===== src/rtl/pll_lock_pkg.sv =====
// Package: shared types for the filtered lock detector.
// Assumes: nothing beyond IEEE 1800-2017.
package pll_lock_pkg;

    // Band a measured error width falls into at a comparison strobe
    typedef enum logic [1:0] {
        BAND_TIGHT  = 2'b00,
        BAND_MIDDLE = 2'b01,
        BAND_LOOSE  = 2'b10
    } err_band_e;

    // Source select of the lock-detect output
    typedef enum logic [1:0] {
        LDSEL_ZERO = 2'b00,
        LDSEL_FILT = 2'b01,
        LDSEL_RAW  = 2'b10,
        LDSEL_ONE  = 2'b11
    } ld_sel_e;

endpackage


===== src/rtl/err_width_meter.sv =====
// Module: err_width_meter
// Counts sampling edges with an active error pulse, starting again at each
// comparison strobe, and classifies the width seen at the strobe.
// Assumes: strobe is a single-cycle pulse; width saturates at LOOSE_CNT+1,
// which is enough to tell the loose band apart.
module err_width_meter
    import pll_lock_pkg::*;
#(
    parameter int TIGHT_CNT = 3,
    parameter int LOOSE_CNT = 6
) (
    input  logic      clk_i,
    input  logic      rst_ni,
    input  logic      active_i,
    input  logic      strobe_i,
    input  logic      clear_i,
    output err_band_e band_o
);
    localparam int MEAS_MAX = LOOSE_CNT + 1;
    localparam int MEAS_W   = $clog2(MEAS_MAX + 1) + 1;

    logic [MEAS_W-1:0] acc_q;
    logic [MEAS_W-1:0] meas;

    // Width including the current edge, saturated at MEAS_MAX
    always_comb begin
        meas = acc_q + MEAS_W'(active_i);
        if (meas > MEAS_W'(MEAS_MAX)) begin
            meas = MEAS_W'(MEAS_MAX);
        end
    end

    // Band decision on the width seen at this edge
    always_comb begin
        if (meas < MEAS_W'(TIGHT_CNT)) begin
            band_o = BAND_TIGHT;
        end else if (meas > MEAS_W'(LOOSE_CNT)) begin
            band_o = BAND_LOOSE;
        end else begin
            band_o = BAND_MIDDLE;
        end
    end

    // Accumulator: restarts at each strobe and during power-down
    always_ff @(posedge clk_i) begin
        if (!rst_ni || strobe_i || clear_i) begin
            acc_q <= '0;
        end else begin
            acc_q <= meas;
        end
    end
endmodule


===== src/rtl/lock_qualifier.sv =====
// Module: lock_qualifier
// Keeps the run of consecutive tight strobes and the lock state. Lock is set
// when the run reaches GOOD_CYCLES and dropped by a single loose strobe.
// Assumes: band_i is meaningful only when strobe_i is high.
module lock_qualifier
    import pll_lock_pkg::*;
#(
    parameter int GOOD_CYCLES = 5
) (
    input  logic      clk_i,
    input  logic      rst_ni,
    input  logic      strobe_i,
    input  err_band_e band_i,
    input  logic      clear_i,
    output logic      lock_o
);
    localparam int RUN_W = $clog2(GOOD_CYCLES + 1);

    logic [RUN_W-1:0] run_q;
    logic             lock_q;

    // Run counter and lock flag, updated only at strobes
    always_ff @(posedge clk_i) begin
        if (!rst_ni || clear_i) begin
            run_q  <= '0;
            lock_q <= 1'b0;
        end else if (strobe_i) begin
            unique case (band_i)
                BAND_TIGHT: begin
                    if (run_q < RUN_W'(GOOD_CYCLES)) begin
                        run_q <= run_q + 1'b1;
                    end
                    if (run_q >= RUN_W'(GOOD_CYCLES - 1)) begin
                        lock_q <= 1'b1;
                    end
                end
                BAND_LOOSE: begin
                    run_q  <= '0;
                    lock_q <= 1'b0;
                end
                default: begin
                    run_q  <= run_q;
                    lock_q <= lock_q;
                end
            endcase
        end
    end

    assign lock_o = lock_q;
endmodule


===== src/rtl/raw_activity.sv =====
// Module: raw_activity
// Registers the absence of charge-pump activity as a raw lock status.
// Assumes: up/down pulses are already synchronous to clk_i.
module raw_activity (
    input  logic clk_i,
    input  logic rst_ni,
    input  logic active_i,
    input  logic clear_i,
    output logic raw_o
);
    logic raw_q;

    // High after an idle edge, low after an active edge
    always_ff @(posedge clk_i) begin
        if (!rst_ni || clear_i) begin
            raw_q <= 1'b0;
        end else begin
            raw_q <= !active_i;
        end
    end

    assign raw_o = raw_q;
endmodule


===== src/rtl/pll_lock_filter.sv =====
// Module: pll_lock_filter (top)
// Filtered and raw PLL lock detection with a selectable lock-detect output
// and a power-down override that forces every output low.
// Assumes: all inputs synchronous to clk_i; thresholds in sampling counts.
module pll_lock_filter
    import pll_lock_pkg::*;
#(
    parameter int TIGHT_CNT   = 3,
    parameter int LOOSE_CNT   = 6,
    parameter int GOOD_CYCLES = 5
) (
    input  logic       clk_i,
    input  logic       rst_ni,
    input  logic       err_up_i,
    input  logic       err_dn_i,
    input  logic       cmp_strobe_i,
    input  logic       pwr_down_i,
    input  logic [1:0] ld_sel_i,
    output logic       lock_filt_o,
    output logic       lock_raw_o,
    output logic       ld_out_o
);
    logic      active;
    err_band_e band;
    logic      lock_q;
    logic      raw_q;
    logic      strobe_live;

    assign active      = err_up_i | err_dn_i;
    assign strobe_live = cmp_strobe_i & !pwr_down_i;

    err_width_meter #(
        .TIGHT_CNT(TIGHT_CNT),
        .LOOSE_CNT(LOOSE_CNT)
    ) u_meter (
        .clk_i   (clk_i),
        .rst_ni  (rst_ni),
        .active_i(active),
        .strobe_i(cmp_strobe_i),
        .clear_i (pwr_down_i),
        .band_o  (band)
    );

    lock_qualifier #(
        .GOOD_CYCLES(GOOD_CYCLES)
    ) u_qual (
        .clk_i   (clk_i),
        .rst_ni  (rst_ni),
        .strobe_i(strobe_live),
        .band_i  (band),
        .clear_i (pwr_down_i),
        .lock_o  (lock_q)
    );

    raw_activity u_raw (
        .clk_i   (clk_i),
        .rst_ni  (rst_ni),
        .active_i(active),
        .clear_i (pwr_down_i),
        .raw_o   (raw_q)
    );

    assign lock_filt_o = lock_q & !pwr_down_i;
    assign lock_raw_o  = raw_q & !pwr_down_i;

    // Output source select, gated by power-down
    always_comb begin
        unique case (ld_sel_e'(ld_sel_i))
            LDSEL_ZERO: ld_out_o = 1'b0;
            LDSEL_FILT: ld_out_o = lock_filt_o;
            LDSEL_RAW:  ld_out_o = lock_raw_o;
            default:    ld_out_o = !pwr_down_i;
        endcase
    end
endmodule


===== config.mk =====
export PLATFORM = sky130hd
export DESIGN_NAME = pll_lock_filter
export DESIGN_NICKNAME = d
export VERILOG_FILES = /design/src/rtl/pll_lock_pkg.sv /design/src/rtl/err_width_meter.sv /design/src/rtl/lock_qualifier.sv /design/src/rtl/raw_activity.sv /design/src/rtl/pll_lock_filter.sv
export SDC_FILE = /design/constraint.sdc
export NUM_CORES = 1
export LEC_CHECK = 0
export CORE_AREA = 2 2 39 41
export DETAILED_ROUTE_END_ITERATION = 16
export DIE_AREA = 0 0 41 43
export GPL_TIMING_DRIVEN = 0
export PLACE_DENSITY_LB_ADDON = 0.25
export SLEW_MARGIN = 0
export SYNTH_ARGS = -nofsm -noshare
export SYNTH_HDL_FRONTEND = slang
export SYNTH_HIERARCHICAL = 1
export SYNTH_SLANG_ARGS = --single-unit

===== constraint.sdc =====
create_clock -name clk_i -period 5.2 [get_ports clk_i]
set_input_delay 1.04 -clock clk_i [delete_from_list [all_inputs] [get_ports clk_i]]
set_output_delay 1.04 -clock clk_i [all_outputs]
set_load 0.01 [all_outputs]

==> results_dict.tcl <==
set metrics [dict create \
    slowest_delay_ns 0.55 \
    io_pins 11 \
    vias 394 \
    regArea_um2 180 \
    ir_drop_mv 0.138 \
    fmax_mhz 300 \
    cpMostUsedCell "clkdlybuf4s50_1" \
    areaGrowthSynthToFinish_pct 28.7 \
    dp_cells 81 \
    start_kind "primary input" \
    syn_area_um2 510 \
    synth_nets 66 \
    route.detailed.drc 0 \
    r2r-start "u_meter/acc_q[0]$_SDFF_PP0_" \
    nFillCells 137 \
    portBuffers 10 \
    chipWidth_um 41 \
    cts_tree "done" \
    dieArea_um2 1760 \
    slowest_stage "clkdlybuf4s50_1" \
    hold_viol 0 \
    hp-class "register to register" \
    netlist.area_leader.share 0.353 \
    setup_violations 0 \
    dr.pass1.iters 4 \
    worst-setup-path-type "primary input to output pin" \
    place_ws_ns 1.87 \
    antenna_found_initial 0 \
    cp.arrival_ns 2.29 \
    grtUsageMet1 0.137 \
    cts.root.buffer_cell "clkbuf_4" \
    postRouteAntennaNets 0 \
    dp_hpwl_um 688 \
    busiest_layer "met2" \
    antenna_cells 0 \
    rsz0062_at_grt "no" \
    syn_inst 55 \
    multi_input_area_um2 330 \
    outcome "finished, final reports clean" \
    crit_chain "clkdlybuf4s50_1 > a21oi_1 > clkdlybuf4s50_1" \
    use_met2 0.169 \
    cts_sinks 9 \
    min_period_ns 3.33 \
    wirelength_um 864 \
    grt_start_max_net_pins 9 \
    synth_seq_area_share 0.353 \
    r2r_end "u_qual/run_q[1]$_SDFFE_PP0P_" \
    clkTransAtPathRegs_ns 0.06 \
    htree_levels 1 \
    ys_seq_elements 9 \
    cp-end-kind "output pin" \
    postCtsResizedCells 0 \
    holdBufCountCts 0 \
    vias_per_cell 4.64 \
    critPathTopFamily "buffers and inverters" \
    synth_area_leaders "dfxtp_1 35%, ha_1 7.4%, nor2b_1 6.1%" \
    grt_pass1_vias 355 \
    routabilityCongestion 0.679 \
    drv_slew 0 \
    synthDistinctLibCells 27 \
    cts_setup_buffers 0 \
    clock_latency_ns 0.26 \
    nets 81 \
    worst_slack_ns 1.87 \
    cts_buffer_depth 2 \
    period_share 0.641 \
    grt_pass1_wl_um 1370 \
    stdcell_count 85 \
    core_area_um2 1380 \
    wl_per_cell_um 10.2 \
    power_density_nw_per_um2 224 \
    grt_usage 0.124 \
    grt_overflow_total 0 \
    drive_gt1_frac 0.116 \
    fin_setup_tns_ns 0 \
    ys_warn_count 6 \
    start_util 0.369 \
    numCtsBuffers 3 \
    crit_required_ns 4.16 \
    synth_top_area_cell "dfxtp_1" \
    row_count 14 \
    synth.avg_cell_area_um2 9.28 \
    min_path_cells 2 \
    ff2ff_path_depth 7 \
    final_cell_mix "10 x clkdlybuf4s50_1, 9 x dfxtp_1, 5 x nor2b_1, 5 x nand2_1" \
    finClkSkew_ns 0.000511 \
    max_cap_violations 0 \
    met3_usage 0.0471 \
    worstPathMaxFanout 8 \
    hold_start "u_qual/run_q[1]$_SDFFE_PP0P_" \
    fin_util 0.475 \
    worst-r2r-setup-slack_ns 3.36 \
    power_leakage_nw 0.243 \
    dieHeight_um 43 \
    layout_commonest_cell "clkdlybuf4s50_1" \
    cp_num_cells 3 \
    critPathBufInv 2 \
    holdPathEnd "u_qual/run_q[1]$_SDFFE_PP0P_" \
    drt_iter0_drc 5 \
]
synth_stat cells, drive strengths merged:
library cell / n
xnor2: 3
a211oi: 1
nand4: 1
and2b: 1
nor3b: 2
o211ai: 1
o21a: 3
mux2i: 1
conb: 1
ha: 3
nand2b: 3
a21oi: 3
and3: 1
nand2: 5
xor2: 1
a211o: 1
nor3: 1
o21ai: 3
nor2: 2
nor2b: 6
dfxtp: 9
nand3: 1
a21boi: 1
or2: 1
worst reg2reg max path: stages, from the launching register on:
cell      delay, ns
dfxtp_1        0.30
ha_1           0.19
ha_1           0.20
xnor2_1        0.25
o21ai_0        0.21
nand2b_1       0.21
o21ai_0        0.22
mux2i_1        0.20
registers in the layout (all words and copies together) (netlist names):
register / count
u_meter/acc_q: 4
u_qual/lock_o: 1
u_qual/run_q: 3
u_raw/raw_o: 1
kinds of logic after synthesis:
family / count (synthesis) / synth area share
AO/OA/AOI/OAI: 13 / 0.164
XOR/XNOR: 4 / 0.0834
adder cells (fa/ha/maj): 3 / 0.0735
flip-flops: 9 / 0.353
multiplexers: 1 / 0.0196
other: 1 / 0.00735
AND/OR/NAND/NOR: 24 / 0.299
through the flow:
step	instance area, um^2	hold WS, ns	total power (W)
floorplan	510	0.468	0.0000847
global placement	631	0.484	0.0000935
detailed placement	631	0.486	0.0000939
CTS	657	0.495	0.000150
global route	657	0.521	0.000154
finish	657	0.497	0.000147
final cells by class:
cell class	instances	area share
Timing Repair Buffer	10	0.152
Tap cell	16	0.0305
Multi-Input combinational cell	46	0.503
Sequential cell	9	0.274
Clock buffer	4	0.0400
power breakdown:
part	switching, W	total, W	internal (W)
Combinational	0.00000888	0.0000204	0.0000116
Sequential	0.00000120	0.0000719	0.0000707
Clock	0.0000250	0.0000546	0.0000296
Total	0.0000350	0.000147	0.000112
worst max path at each step:
stage	startpoint	endpoint	slack [ns]
after floorplan	err_dn_i	u_qual/run_q[1]$_SDFFE_PP0P_	2.52
after global placement	pwr_down_i	ld_out_o	1.87
after detailed placement	pwr_down_i	ld_out_o	1.87
after CTS	pwr_down_i	ld_out_o	1.87
after global routing	pwr_down_i	lock_raw_o	1.79
final	pwr_down_i	ld_out_o	1.87
routing by layer:
metal  wire, um  up-vias  share of wire
met5          0        -              0
met4         22        0          0.025
met3         49        2          0.057
met2        388        7           0.45
met1        404      167           0.47
li1           -      218              -
No activity file was read; power rests on OpenSTA's default activity.
